==> src/rtl/ahbsand_pkg.sv <==
package ahbsand_pkg;
  localparam int DATA_W = 32;
  localparam int ADDR_W = 32;

  typedef enum logic [1:0] {
    TR_IDLE   = 2'd0,
    TR_BUSY   = 2'd1,
    TR_NONSEQ = 2'd2,
    TR_SEQ    = 2'd3
  } trans_e;

  localparam logic [2:0] SIZE_WORD = 3'd2;
  localparam logic [1:0] RESP_OKAY = 2'b00;
endpackage

==> src/rtl/ahbsand_rst_sync.sv <==
module ahbsand_rst_sync (
  input  logic clk,
  input  logic rst_n,
  output logic rst_sync_n
);
  logic [1:0] stage_q;

  always_ff @(posedge clk or negedge rst_n) begin
    if (!rst_n) stage_q <= 2'b00;
    else        stage_q <= {stage_q[0], 1'b1};
  end

  assign rst_sync_n = stage_q[1];
endmodule

==> src/rtl/ahbsand_addr_stage.sv <==
module ahbsand_addr_stage #(
  parameter int                      ADDR_W   = 32,
  parameter int                      WIN_BITS = 8,
  parameter logic [ADDR_W-1:0]       BASE     = 32'hB000_0000,
  localparam int                     IDX_W    = WIN_BITS - 2
) (
  input  logic              clk,
  input  logic              rst_n,
  input  logic              sel_i,
  input  logic [ADDR_W-1:0] addr_i,
  input  logic [1:0]        trans_i,
  input  logic              write_i,
  input  logic [2:0]        size_i,
  input  logic              ready_in_i,
  output logic              dp_valid_o,
  output logic              dp_write_o,
  output logic [IDX_W-1:0]  dp_idx_o
);
  import ahbsand_pkg::*;

  logic             in_window;
  logic             aligned;
  logic             active;
  logic             accept;
  logic             valid_d, valid_q;
  logic             write_d, write_q;
  logic [IDX_W-1:0] idx_d,   idx_q;

  always_comb begin
    in_window = (addr_i[ADDR_W-1:WIN_BITS] == BASE[ADDR_W-1:WIN_BITS]);
    aligned   = (addr_i[1:0] == 2'b00);
    active    = (trans_i == TR_NONSEQ) || (trans_i == TR_SEQ);
    accept    = sel_i && ready_in_i && active && (size_i == SIZE_WORD)
                && in_window && aligned;
  end

  always_comb begin
    valid_d = valid_q;
    write_d = write_q;
    idx_d   = idx_q;
    if (ready_in_i) begin
      valid_d = accept;
      write_d = accept && write_i;
      idx_d   = accept ? addr_i[WIN_BITS-1:2] : '0;
    end
  end

  always_ff @(posedge clk or negedge rst_n) begin
    if (!rst_n) begin
      valid_q <= 1'b0;
      write_q <= 1'b0;
      idx_q   <= '0;
    end else begin
      valid_q <= valid_d;
      write_q <= write_d;
      idx_q   <= idx_d;
    end
  end

  assign dp_valid_o = valid_q;
  assign dp_write_o = write_q;
  assign dp_idx_o   = idx_q;
endmodule

==> src/rtl/ahbsand_opregs.sv <==
module ahbsand_opregs #(
  parameter int  DATA_W  = 32,
  parameter int  NUM_OPS = 2,
  parameter int  IDX_W   = 6
) (
  input  logic                           clk,
  input  logic                           rst_n,
  input  logic                           dp_valid_i,
  input  logic                           dp_write_i,
  input  logic [IDX_W-1:0]               dp_idx_i,
  input  logic [DATA_W-1:0]              wdata_i,
  output logic [NUM_OPS-1:0][DATA_W-1:0] ops_o
);
  for (genvar i = 0; i < NUM_OPS; i++) begin : g_op
    logic              wen;
    logic [DATA_W-1:0] op_d, op_q;

    always_comb begin
      wen  = dp_valid_i && dp_write_i && (dp_idx_i == IDX_W'(i + 1));
      op_d = wen ? wdata_i : op_q;
    end

    always_ff @(posedge clk or negedge rst_n) begin
      if (!rst_n) op_q <= '0;
      else        op_q <= op_d;
    end

    assign ops_o[i] = op_q;
  end
endmodule

==> src/rtl/ahbsand_rdmux.sv <==
module ahbsand_rdmux #(
  parameter int  DATA_W  = 32,
  parameter int  NUM_OPS = 2,
  parameter int  IDX_W   = 6
) (
  input  logic                           dp_valid_i,
  input  logic                           dp_write_i,
  input  logic [IDX_W-1:0]               dp_idx_i,
  input  logic [NUM_OPS-1:0][DATA_W-1:0] ops_i,
  output logic [DATA_W-1:0]              rdata_o
);
  logic [DATA_W-1:0] and_all;
  logic [DATA_W-1:0] sel_op;

  always_comb begin
    and_all = '1;
    sel_op  = '0;
    for (int i = 0; i < NUM_OPS; i++) begin
      and_all = and_all & ops_i[i];
      if (dp_idx_i == IDX_W'(i + 1)) sel_op = ops_i[i];
    end
  end

  always_comb begin
    rdata_o = '0;
    if (dp_valid_i && !dp_write_i) begin
      if (dp_idx_i == '0) rdata_o = and_all;
      else                rdata_o = sel_op;
    end
  end
endmodule

==> src/rtl/ahbsand_top.sv <==
module ahbsand_top #(
  parameter int          NUM_OPS  = 2,
  parameter int          WIN_BITS = 8,
  parameter logic [31:0] BASE     = 32'hB000_0000
) (
  input  logic        clk,
  input  logic        rst_n,
  input  logic        sel_i,
  input  logic [31:0] addr_i,
  input  logic [1:0]  trans_i,
  input  logic        write_i,
  input  logic [2:0]  size_i,
  input  logic        ready_in_i,
  input  logic [31:0] wdata_i,
  output logic [31:0] rdata_o,
  output logic        ready_o,
  output logic [1:0]  resp_o
);
  import ahbsand_pkg::*;

  localparam int IDX_W = WIN_BITS - 2;

  logic                           rst_sync_n;
  logic                           dp_valid;
  logic                           dp_write;
  logic [IDX_W-1:0]               dp_idx;
  logic [NUM_OPS-1:0][DATA_W-1:0] ops;

  ahbsand_rst_sync u_rst (
    .clk        (clk),
    .rst_n      (rst_n),
    .rst_sync_n (rst_sync_n)
  );

  ahbsand_addr_stage #(
    .ADDR_W   (ADDR_W),
    .WIN_BITS (WIN_BITS),
    .BASE     (BASE)
  ) u_addr (
    .clk        (clk),
    .rst_n      (rst_sync_n),
    .sel_i      (sel_i),
    .addr_i     (addr_i),
    .trans_i    (trans_i),
    .write_i    (write_i),
    .size_i     (size_i),
    .ready_in_i (ready_in_i),
    .dp_valid_o (dp_valid),
    .dp_write_o (dp_write),
    .dp_idx_o   (dp_idx)
  );

  ahbsand_opregs #(
    .DATA_W  (DATA_W),
    .NUM_OPS (NUM_OPS),
    .IDX_W   (IDX_W)
  ) u_regs (
    .clk        (clk),
    .rst_n      (rst_sync_n),
    .dp_valid_i (dp_valid),
    .dp_write_i (dp_write),
    .dp_idx_i   (dp_idx),
    .wdata_i    (wdata_i),
    .ops_o      (ops)
  );

  ahbsand_rdmux #(
    .DATA_W  (DATA_W),
    .NUM_OPS (NUM_OPS),
    .IDX_W   (IDX_W)
  ) u_rd (
    .dp_valid_i (dp_valid),
    .dp_write_i (dp_write),
    .dp_idx_i   (dp_idx),
    .ops_i      (ops),
    .rdata_o    (rdata_o)
  );

  assign ready_o = 1'b1;
  assign resp_o  = RESP_OKAY;
endmodule

==> config.mk <==
export PLATFORM = sky130hd
export DESIGN_NAME = ahbsand_top
export DESIGN_NICKNAME = d
export VERILOG_FILES = /design/src/rtl/ahbsand_pkg.sv /design/src/rtl/ahbsand_rst_sync.sv /design/src/rtl/ahbsand_addr_stage.sv /design/src/rtl/ahbsand_opregs.sv /design/src/rtl/ahbsand_rdmux.sv /design/src/rtl/ahbsand_top.sv
export SDC_FILE = /design/constraint.sdc
export NUM_CORES = 1
export LEC_CHECK = 0
export BUFFER_PORTS_ARGS = -buffer_cell sky130_fd_sc_hd__buf_4
export CORE_MARGIN = 5
export CORE_UTILIZATION = 45
export CTS_CLUSTER_DIAMETER = 60
export DETAILED_ROUTE_END_ITERATION = 12
export PLACE_DENSITY = 0.72
export SLEW_MARGIN = 30
export SYNTH_ARGS = -nofsm -noshare
export SYNTH_HDL_FRONTEND = slang
export SYNTH_SLANG_ARGS = --single-unit
==> constraint.sdc <==
create_clock -name clk -period 4.6 [get_ports clk]
set_clock_uncertainty 0.1 [all_clocks]
set_input_delay 0.69 -clock clk [delete_from_list [all_inputs] [get_ports clk]]
set_output_delay 0.69 -clock clk [all_outputs]
set_load 0.03 [all_outputs]
==> out/qor.csv, run 1 <==
stage;metric;value;unit
sta;Slew Viols, Final;0;
die;Core Box Area;7210;um2
critical_path;worst r2r src;u_addr.dp_idx_o[0];
critical_path;worst-path cell chain;nor4_4, o2111ai_2, buf_4, nor2_1, buf_4;
logic_synthesis;Synth top area share;0.556;
route;Routed WL;7490;um
logic_synthesis;Yosys warning count;0;
outcome;outcome;complete, no violations;
critical_path;FF-to-FF End;u_regs.g_op[0].op_q[22];
route;DRC violations left;0;
cells_and_area;Inserted Diodes;0;
logic_synthesis;Top FF cell, synth;dfrtp_1;
sta;crit share post-route;0.725;
pwr;maximum VDD drop;0.219;mV
logic_synthesis;largest family of logic cells by synthesized area;multiplexers;
clock_tree;clock-pin slew on the worst setup and hold paths;0.08;ns
critical_path;Startpoint Class;flop;
logic_synthesis;most frequent cell after synthesis;dfrtp_1;
clock_tree;CTS Root Cell;clkbuf_8;
clock_tree;post-CTS resize count;0;
global_routing;Tot GR Track Use;0.172;
pwr;Pleak;1.96;nW
logic_synthesis;Post-Synth Adder-Cell Area;0;
critical_path;CP Class;flop to primary output;
critical_path;most used cell, CP;buf_4;
die;Die Area;9220;um2
die;Die Span X;96.0;um
global_routing;vias in the first global route;2573;
die;Die H;96.0;um
route;antenna viol nets, final;0;
global_routing;initial antenna violation count;0;
pwr;Design Power;1.36;mW
critical_path;Crit. Startpoint;u_addr.dp_idx_o[5];
logic_synthesis;synthesis-stage register bit count;74;
pwr;PD cells;311;nW/um2
placed_design;DP Wirelength;5100;um
logic_synthesis;post-synthesis mux area share;0.219;
cells_and_area;synth-to-layout area growth;30.9;%
critical_path;R2R Setup Slk;2.32;ns
critical_path;critical path's largest stage delay;0.59;ns
global_routing;grt total ovfl;0;
cells_and_area;Fillers;595;
placed_design;final RePlAce weighted congestion;0.710;
logic_synthesis;Synth cell types;21;
placed_design;Port Buffer Count;104;
cells_and_area;final-stage net count;438;
clock_tree;Clock Path Buffers;2;
critical_path;R2R depth;4;
logic_synthesis;most frequent cells after synthesis;dfrtp_1 (74), mux2_2 (62), o22ai_1 (33);
logic_synthesis;simple logic cell fraction of the synthesized area;0.0815;
sta;count of final setup violators;0;
logic_synthesis;Avg Synthesized Cell Area;12.6;um2
clock_tree;Post-CTS Setup Inserts;0;
sta;Fin. Hold Viols;0;
cells_and_area;Register Area;1850;um2
route;total vias in the final route;2444;
sta;Slew @ Worst Pin;0.910;ns
critical_path;WP data arrival;2.55;ns
sta;Worst slew margin;0.393;
sta;fin crit period;3.34;ns
clock_tree;H-tree Lvls;3;
sta;Achievable Freq;0.300;GHz
route;number of detailed-route iterations in the first pass;4;
logic_synthesis;Synth Instances;264;
critical_path;crit end category;primary output;
cells_and_area;non-filler cells, final;468;
cells_and_area;multi-input combinational cell area;1300;um2
route;DR vias/cell;5.22;
clock_tree;CTS tree;built;
logic_synthesis;register area share after synthesis;0.556;
global_routing;largest net degree at the start of global routing;39;
critical_path;CP max FO;17;
clock_tree;Hold-fix buffers, CTS;0;
route;Iteration-0 DRC Markers;49;
clock_tree;worst-skew pair later-pin latency;0.33;ns
run;Max Cap Viol;0;
sta;total negative slack;0;ns
die;# IOs;109;
placed_design;placed instance count;452;
critical_path;crit path capture;rdata_o[10];
die;row cnt;31;
logic_synthesis;Synth Area in Compound Gates;0.0831;
sta;unrepaired setup endpoints after global routing;no;
logic_synthesis;Async SR Flop Fraction;1.00;
clock_tree;TritonCTS Buffers;9;
logic_synthesis;area of the mapped netlist;3330;um2
logic_synthesis;number of synthesized flops with an enable pin;0;
critical_path;slowest stage cell, crit path;o2111ai_2;
logic_synthesis;largest cells by area after synthesis;dfrtp_1 (56%), mux2_2 (21%), o22ai_1 (6.2%), nor2_1 (3.6%), buf_6 (2.0%);
min_path;Hold WC Path Type;input port to asynchronous set/reset pin;
clock_tree;CTS Sinks;74;
die;initial core utilization;0.461;
cells_and_area;share of cells above drive strength 1;0.520;
global_routing;global-route wire length before repair;12100;um
logic_synthesis;Synth Area in XOR/XNOR;0;
critical_path;CP required;3.81;ns
logic_synthesis;area leader, netlist;dfrtp_1;
route;detailed-route wire length per cell;16.0;um
[worst min path at each step]
stage,from,to,slack (ns),depth (start not counted)
6_report,rst_n,u_rst.stage_q[0],0.02,1
5_1_grt,rst_n,u_rst.stage_q[0],0.003,1
4_1_cts,rst_n,u_rst.stage_q[0],0.01,1
3_5_place_dp,u_rst.stage_q[0],u_rst.stage_q[1],0.25,0
3_3_place_gp,u_rst.stage_q[0],u_rst.stage_q[1],0.24,0
2_1_floorplan,u_rst.stage_q[0],u_rst.stage_q[1],0.23,0
[layout make-up]
class | instances | area share
inverters | 15 | 0.0129
multi-input cells | 156 | 0.298
flip-flops and latches | 74 | 0.425
well taps | 99 | 0.0284
clock inverters | 6 | 0.0207
clock buffers | 10 | 0.0293
repair buffers | 108 | 0.186
[critical path, delay by kind of cell, from the launching register on]
family / cells / cell delay, ns
buffers and inverters: 2 / 0.59
AO/OA/AOI/OAI: 1 / 0.59
flip-flops: 1 / 0.41
AND/OR/NAND/NOR: 2 / 0.62
[state kept, by name, summed over array words and instances, names as in the netlist]
name and cells:
u_addr.dp_valid_o 1, u_addr.dp_idx_o 6, u_rst.stage_q 2, u_regs.g_op.op_q 64
u_addr.dp_write_o 1
[cells in the final DEF (no fill, tap or decap), types with 2 or more instances in the layout]
cell type  synthesis  routed
buf_4              3     108
dfrtp_1           74      73
mux2_2            62      62
o22ai_1           33      33
nor2_1            32      32
inv_1             15      15
clkbuf_8           0       9
o32ai_1            7       7
nor4_1             4       4
conb_1             2       4
nor2b_1            2       2
nand4_4            2       2
mux2_4             2       2
nor4b_1            2       2
nand4_1            2       2
bufinv_16          0       2
[layer usage]
layer	up-vias	part of all wire	track usage
li1	1149	-	-
met3	8	0.058	0.0367
met2	73	0.51	0.287
met1	1214	0.42	0.222
met4	0	0.0096	0.0569
met5	-	0	0
[kinds of logic after synthesis]
logic type             count (synthesis)
AO/OA/AOI/OAI                         41
buffers and inverters                 36
flip-flops                            74
multiplexers                          64
other                                  2
AND/OR/NAND/NOR                       47
[through the flow]
step | setup slack (ns) | utilization | instance area [um2] | hold WS (ns)
3_3_place_gp | 1.65 | 0.574 | 4140 | 0.237
3_5_place_dp | 1.59 | 0.574 | 4140 | 0.248
5_1_grt | 1.06 | 0.604 | 4360 | 0.00296
6_report | 1.26 | 0.604 | 4360 | 0.0196
2_1_floorplan | 2.08 | - | 3340 | 0.231
4_1_cts | 1.21 | 0.604 | 4360 | 0.0107
[power by group]
group	switching (mW)	internal, mW
clock	0.241	0.308
sequential	0.0209	0.682
combinational	0.0353	0.0702
Note: power is estimated with default switching activity, not from simulation.
==> inputs of run 2 (changes only) <==
Clock period 4.6 ns to 3.2 ns, I/O delays scaled along.
==> out/qor.csv, run 2 (synthesized netlist as in run 1, its figures left out) <==
stage;metric;value;unit;change
sta;Achievable Freq;0.367;GHz;
clock_tree;Clock Path Buffers;2;;unchanged
cells_and_area;final-stage net count;440;;+0.46%
clock_tree;worst-skew pair later-pin latency;0.34;ns;about the same
route;number of detailed-route iterations in the first pass;4;;unchanged
die;Die Area;9220;um2;unchanged
placed_design;Area after DPL;4160;um2;+0.48%
pwr;Pleak;1.98;nW;+0.78%
cells_and_area;multi-input combinational cell area;1300;um2;unchanged
clock_tree;CTS Sinks;74;;unchanged
sta;Fin. Hold Viols;0;;unchanged
critical_path;most used cell, CP;buf_4;;
critical_path;slowest stage cell, crit path;dfrtp_1;;
global_routing;global-route wire length before repair;12100;um;-0.34%
sta;Slew @ Worst Pin;0.772;ns;-0.139 ns
route;Iteration-0 DRC Markers;90;;+84%
global_routing;met2 global-route usage;0.295;;+0.00805
placed_design;Port Buffer Count;104;;unchanged
route;Routed WL;7620;um;+1.8%
pwr;PD cells;445;nW/um2;+43%
outcome;outcome;complete, no violations;;
route;antenna viol nets, final;0;;unchanged
min_path;Hold WC Path Type;flop to asynchronous set/reset pin;;
cells_and_area;commonest non-fill, non-tap cell in the layout;buf_4;;
placed_design;DP Wirelength;5210;um;+2.2%
pwr;Design Power;1.96;mW;+44%
critical_path;CP max FO;20;;+3
critical_path;FF-to-FF End;u_regs.g_op[0].op_q[31];;
critical_path;R2R Setup Slk;0.72;ns;-1.60 ns
cells_and_area;share of cells above drive strength 1;0.520;;about the same
clock_tree;H-tree Lvls;3;;unchanged
pwr;maximum VDD drop;0.288;mV;+31%
route;DR vias/cell;5.25;;+0.51%
critical_path;R2R depth;4;;unchanged
die;Die Span X;96.0;um;unchanged
clock_tree;CTS tree;built;;
cells_and_area;most flop-heavy register;u_regs.g_op.op_q;;
sta;final worst-path setup slack;0.478;ns;-0.786 ns
die;Die H;96.0;um;unchanged
cells_and_area;non-filler cells, final;470;;+0.43%
placed_design;placed instance count;453;;+0.22%
die;initial core utilization;0.461;;unchanged
global_routing;Tot GR Track Use;0.173;;+0.00122
clock_tree;CTS Root Cell;clkbuf_8;;
cells_and_area;fin util;0.609;;+0.00433
clock_tree;post-CTS resize count;0;;unchanged
die;Core Box Area;7210;um2;unchanged
cells_and_area;Fillers;633;;+6.4%
critical_path;worst-path cell chain;inv_1, o2111ai_2, buf_4, nor2_1, buf_4;;
cells_and_area;commonest non-fill, non-tap cells in the layout;buf_4 (108), dfrtp_1 (73), mux2_2 (62), o22ai_1 (33), nor2_1 (32);;
global_routing;largest net degree at the start of global routing;39;;unchanged
clock_tree;Hold-fix buffers, CTS;1;;+1
placed_design;Setup WS pre-CTS;0.718;ns;-0.876 ns
global_routing;M3 GR Usage;0.0508;;+0.0141
global_routing;M1 GR Usage;0.209;;-0.0126
sta;count of final setup violators;0;;unchanged
global_routing;most used routing layer;met2;;
die;# IOs;109;;unchanged
die;row cnt;31;;unchanged
sta;Worst slew margin;0.486;;+0.0924
sta;Slew Viols, Final;0;;unchanged
cells_and_area;Inserted Diodes;0;;unchanged
sta;Min Hold Slack;0.252;ns;+0.233 ns
route;DRC violations left;0;;unchanged
route;detailed-route wire length per cell;16.2;um;+1.3%
critical_path;family with the most delay on the worst path;flip-flops;;
critical_path;CP required;2.62;ns;-1.19 ns
cells_and_area;Register Area;1850;um2;unchanged
sta;fin crit period;2.72;ns;
global_routing;initial antenna violation count;0;;unchanged
route;total vias in the final route;2467;;+0.94%
critical_path;WP data arrival;2.14;ns;-0.41 ns
global_routing;vias in the first global route;2556;;-0.66%
clock_tree;Post-CTS Setup Inserts;0;;unchanged
critical_path;Startpoint Class;flop;;
global_routing;grt total ovfl;0;;unchanged
critical_path;worst path buffer plus inverter count;3;;+1
sta;crit share post-route;0.851;;
cells_and_area;fin area;4390;um2;+0.72%
run;Max Cap Viol;0;;unchanged
clock_tree;clock-pin slew on the worst setup and hold paths;0.07;ns;about the same
critical_path;crit end category;primary output;;
sta;unrepaired setup endpoints after global routing;no;;
critical_path;CP Class;flop to primary output;;
clock_tree;TritonCTS Buffers;9;;unchanged
sta;total negative slack;0;ns;unchanged
critical_path;critical path's largest stage delay;0.84;ns;+0.25 ns
cells_and_area;max reg flops;64;;unchanged
cells_and_area;synth-to-layout area growth;31.9;%;
placed_design;final RePlAce weighted congestion;0.719;;+1.2%
critical_path;worst r2r src;u_addr.dp_idx_o[1];;
run 2: changes by cell type in the layout (fill, tap and decap cells not counted):
cell,delta
clkbuf_8,+1
clkinv_2,+1
clkinv_4,-1
buf_12,+1
inv_6,-1
dlygate4sd3_1,+1
run 2: routing by layer:
layer / share of wire / vias to the layer above
met2: 0.51 / 75
met4: 0.0085 / 0
li1: - / 1153
met1: 0.41 / 1229
met5: 0 / -
met3: 0.072 / 10
run 2: power by group:
group | switching, mW | internal (mW)
Combinational | 0.0510 | 0.103
Clock | 0.332 | 0.458
Sequential | 0.0305 | 0.980
run 2: how the worst max path moves through the flow:
| stage | slack, ns | depth (start not counted) | from | endpoint |
|---|---|---|---|---|
| 6_report | 0.48 | 5 | u_addr.dp_idx_o[0] | rdata_o[24] |
| 5_1_grt | 0.35 | 5 | u_addr.dp_idx_o[0] | rdata_o[24] |
| 3_5_place_dp | 0.72 | 4 | u_addr.dp_idx_o[1] | u_regs.g_op[0].op_q[17] |
| 2_1_floorplan | 0.89 | 0 | u_rst.stage_q[1] | u_addr.dp_idx_o[0] |
| 4_1_cts | 0.46 | 5 | u_addr.dp_idx_o[0] | rdata_o[24] |
| 3_3_place_gp | 0.74 | 4 | u_addr.dp_idx_o[1] | u_regs.g_op[0].op_q[9] |
run 2: area by class of cell:
cell class / instances / area share
inverter: 15 / 0.0128
multi-input combinational: 156 / 0.296
sequential: 74 / 0.422
tap: 99 / 0.0282
clock inverter: 5 / 0.0177
clock buffer: 11 / 0.0322
timing repair buffer: 110 / 0.192
run 2: worst register-to-register path, delay by kind of cell, from the launching register on:
family	cells	cell delay (ns)
mux	1	0.50
buf+inv	1	0.35
simple gates	2	0.77
flops	1	0.64
==> inputs of run 3 (changes only) <==
Settings changed: ABC_AREA set to 1, PLACE_DENSITY 0.72 to 0.69, SYNTH_HIERARCHICAL set to 1.
==> out/qor.csv, run 3 <==
stage;metric;value;unit;change
outcome;outcome;complete, no violations;;
clock_tree;CTS Root Cell;clkbuf_8;;
pwr;maximum VDD drop;0.170;mV;-41%
clock_tree;clock-pin slew on the worst setup and hold paths;0.08;ns;about the same
sta;Slew Viols, Final;0;;unchanged
route;number of detailed-route iterations in the first pass;5;;+1
critical_path;WP data arrival;2.14;ns;about the same
global_routing;largest net degree at the start of global routing;97;;+150%
cells_and_area;final-stage net count;827;;+88%
cells_and_area;most flop-heavy register;u_regs/g_op.op_q;;
global_routing;Tot GR Track Use;0.206;;+0.0327
cells_and_area;share of cells above drive strength 1;0.194;;-0.326
logic_synthesis;Avg Synthesized Cell Area;6.89;um2;-45%
logic_synthesis;number of synthesized flops with an enable pin;0;;unchanged
sta;Achievable Freq;0.368;GHz;+0.26%
clock_tree;worst-skew pair later-pin latency;0.35;ns;about the same
pwr;Pint;1.42;mW;-7.6%
logic_synthesis;Top FF cell, synth;dfrtp_1;;
logic_synthesis;Yosys warning count;6;;+6
critical_path;CP max FO;21;;+5.0%
critical_path;CP Class;flop to primary output;;
clock_tree;Post-CTS Setup Inserts;0;;unchanged
route;detailed-route wire length per cell;14.4;um;-11%
pwr;Design Power;1.81;mW;-7.5%
cells_and_area;commonest non-fill, non-tap cell in the layout;nand2_1;;
logic_synthesis;most frequent cells after synthesis;nand2_1 (232), nand3_1 (104), nand4_1 (95);;
die;Core Box Area;10200;um2;+42%
critical_path;Startpoint Class;flop;;
clock_tree;post-CTS resize count;0;;unchanged
critical_path;R2R Setup Slk;1.08;ns;+0.36 ns
placed_design;Setup WS pre-CTS;0.884;ns;+0.166 ns
logic_synthesis;synthesis-stage register bit count;74;;unchanged
sta;total negative slack;0;ns;unchanged
placed_design;DP Wirelength;7680;um;+47%
cells_and_area;Fillers;987;;+56%
sta;Min Hold Slack;0.143;ns;-0.109 ns
route;DRC violations left;0;;unchanged
route;antenna viol nets, final;0;;unchanged
route;DR vias/cell;5.35;;+1.9%
global_routing;global-route wire length before repair;21300;um;+77%
cells_and_area;commonest non-fill, non-tap cells in the layout;nand2_1 (232), buf_4 (114), nand3_1 (104), nand4_1 (95), inv_1 (87);;
clock_tree;Clock Path Buffers;2;;unchanged
logic_synthesis;most frequent cell after synthesis;nand2_1;;
cells_and_area;synth-to-layout area growth;21.6;%;
route;Routed WL;12800;um;+69%
cells_and_area;max reg flops;64;;unchanged
logic_synthesis;Synth Instances;677;;+160%
clock_tree;CTS tree;built;;
min_path;Hold WC Path Type;flop to asynchronous set/reset pin;;
route;Iteration-0 DRC Markers;519;;+480%
die;Die H;112;um;+16%
global_routing;grt total ovfl;0;;unchanged
die;initial core utilization;0.456;;-0.00546
run;Max Cap Viol;0;;unchanged
placed_design;Port Buffer Count;104;;unchanged
sta;unrepaired setup endpoints after global routing;no;;
die;Die Area;12500;um2;+36%
sta;Worst slew margin;0.574;;+0.0890
clock_tree;CTS Sinks;74;;unchanged
placed_design;final RePlAce weighted congestion;0.782;;+8.8%
pwr;Reg power frac;0.521;;+0.004
sta;final worst-path setup slack;0.485;ns;+0.00712 ns
clock_tree;H-tree Lvls;3;;unchanged
sta;count of final setup violators;0;;unchanged
logic_synthesis;Synth cell types;16;;-24%
pwr;Pleak;3.06;nW;+55%
cells_and_area;Inserted Diodes;0;;unchanged
cells_and_area;fin area;5680;um2;+29%
logic_synthesis;Synth top area share;0.397;;-0.159
sta;Slew @ Worst Pin;0.637;ns;-0.135 ns
global_routing;vias in the first global route;4591;;+80%
logic_synthesis;largest cells by area after synthesis;dfrtp_1 (40%), nand2_1 (19%), nand4_1 (13%), nand3_1 (11%), inv_1 (7.0%);;
pwr;Sw Share;0.212;;+0.000527
pwr;PD cells;319;nW/um2;-28%
cells_and_area;multi-input combinational cell area;2170;um2;+67%
critical_path;CP required;2.62;ns;about the same
die;# IOs;109;;unchanged
global_routing;initial antenna violation count;0;;unchanged
sta;crit share post-route;0.848;;-0.00223
route;total vias in the final route;4783;;+94%
placed_design;Area after DPL;5430;um2;+30%
clock_tree;TritonCTS Buffers;9;;unchanged
logic_synthesis;area leader, netlist;dfrtp_1;;
logic_synthesis;register area share after synthesis;0.397;;-0.159
die;Die Span X;112;um;+16%
sta;Fin. Hold Viols;0;;unchanged
cells_and_area;Register Area;1860;um2;+0.13%
clock_tree;Hold-fix buffers, CTS;1;;unchanged
critical_path;crit end category;primary output;;
logic_synthesis;Async SR Flop Fraction;1.00;;unchanged
sta;fin crit period;2.72;ns;-0.00712 ns
logic_synthesis;area of the mapped netlist;4670;um2;+40%
die;row cnt;37;;+19%
pwr;Clock power frac;0.419;;+0.015
pwr;combinational power share;0.060;;-0.019
pwr;net switching power;384;uW;-7.3%
## run 3: final cells by class
type / instances / area share
clock buffer: 14 / 0.0304
clock inverter: 2 / 0.00617
inverter: 91 / 0.0602
multi-input combinational: 459 / 0.382
sequential: 74 / 0.327
tap: 136 / 0.0300
timing repair buffer: 118 / 0.164
## run 3: worst paths after layout
check                                     endpoint               start  depth (start not counted)
max reg2reg                u_regs/g_op[1].op_q[26]  u_addr/dp_idx_o[4]                          7
min in group clk                u_addr/dp_idx_o[0]           addr_i[2]                          3
max in group asynchronous   u_regs/g_op[1].op_q[9]    u_rst/stage_q[1]                          1
min                        u_regs/g_op[0].op_q[27]    u_rst/stage_q[1]                          0
min reg2reg                u_regs/g_op[0].op_q[27]    u_rst/stage_q[1]                          0
max                                    rdata_o[31]  u_addr/dp_idx_o[1]                          8
## run 3: stage by stage
stage	cells	util
3_5_place_dp	876	0.531
2_1_floorplan	678	-
4_1_cts	893	0.552
3_3_place_gp	876	0.531
6_report	894	0.555
5_1_grt	894	0.555
## run 3: layer usage
| metal | routed length [um] | global-route usage |
|---|---|---|
| met1 | 5390 | 0.264 |
| met5 | 0 | 0 |
| met2 | 6170 | 0.343 |
| met4 | 209 | 0.0843 |
| met3 | 1080 | 0.0364 |
## run 3: kinds of logic (layout without fill, tap and decap cells)
family	after synthesis	in the layout	synth area share
simple gates	454	454	0.458
buf+inv	145	225	0.141
flops	74	74	0.397
other cells	3	4	0.00241
compound gates	1	1	0.00161
## run 3: worst max-delay path, cell delays in order, from the launching register on
cell	delay, ns
dfrtp_1	0.49
inv_2	0.08
nor2_4	0.30
buf_4	0.35
nand4_1	0.12
nand3_1	0.11
nand2_1	0.09
inv_1	0.08
buf_4	0.15
## run 3: power by group through the flow
stage	Sequential [mW]	Combinational, mW	Clock, mW
2_1_floorplan	0.967	0.0184	0
3_3_place_gp	0.973	0.0908	0
3_5_place_dp	0.973	0.0926	0
4_1_cts	0.955	0.0936	0.777
5_1_grt	0.944	0.120	0.814
6_report	0.943	0.108	0.758
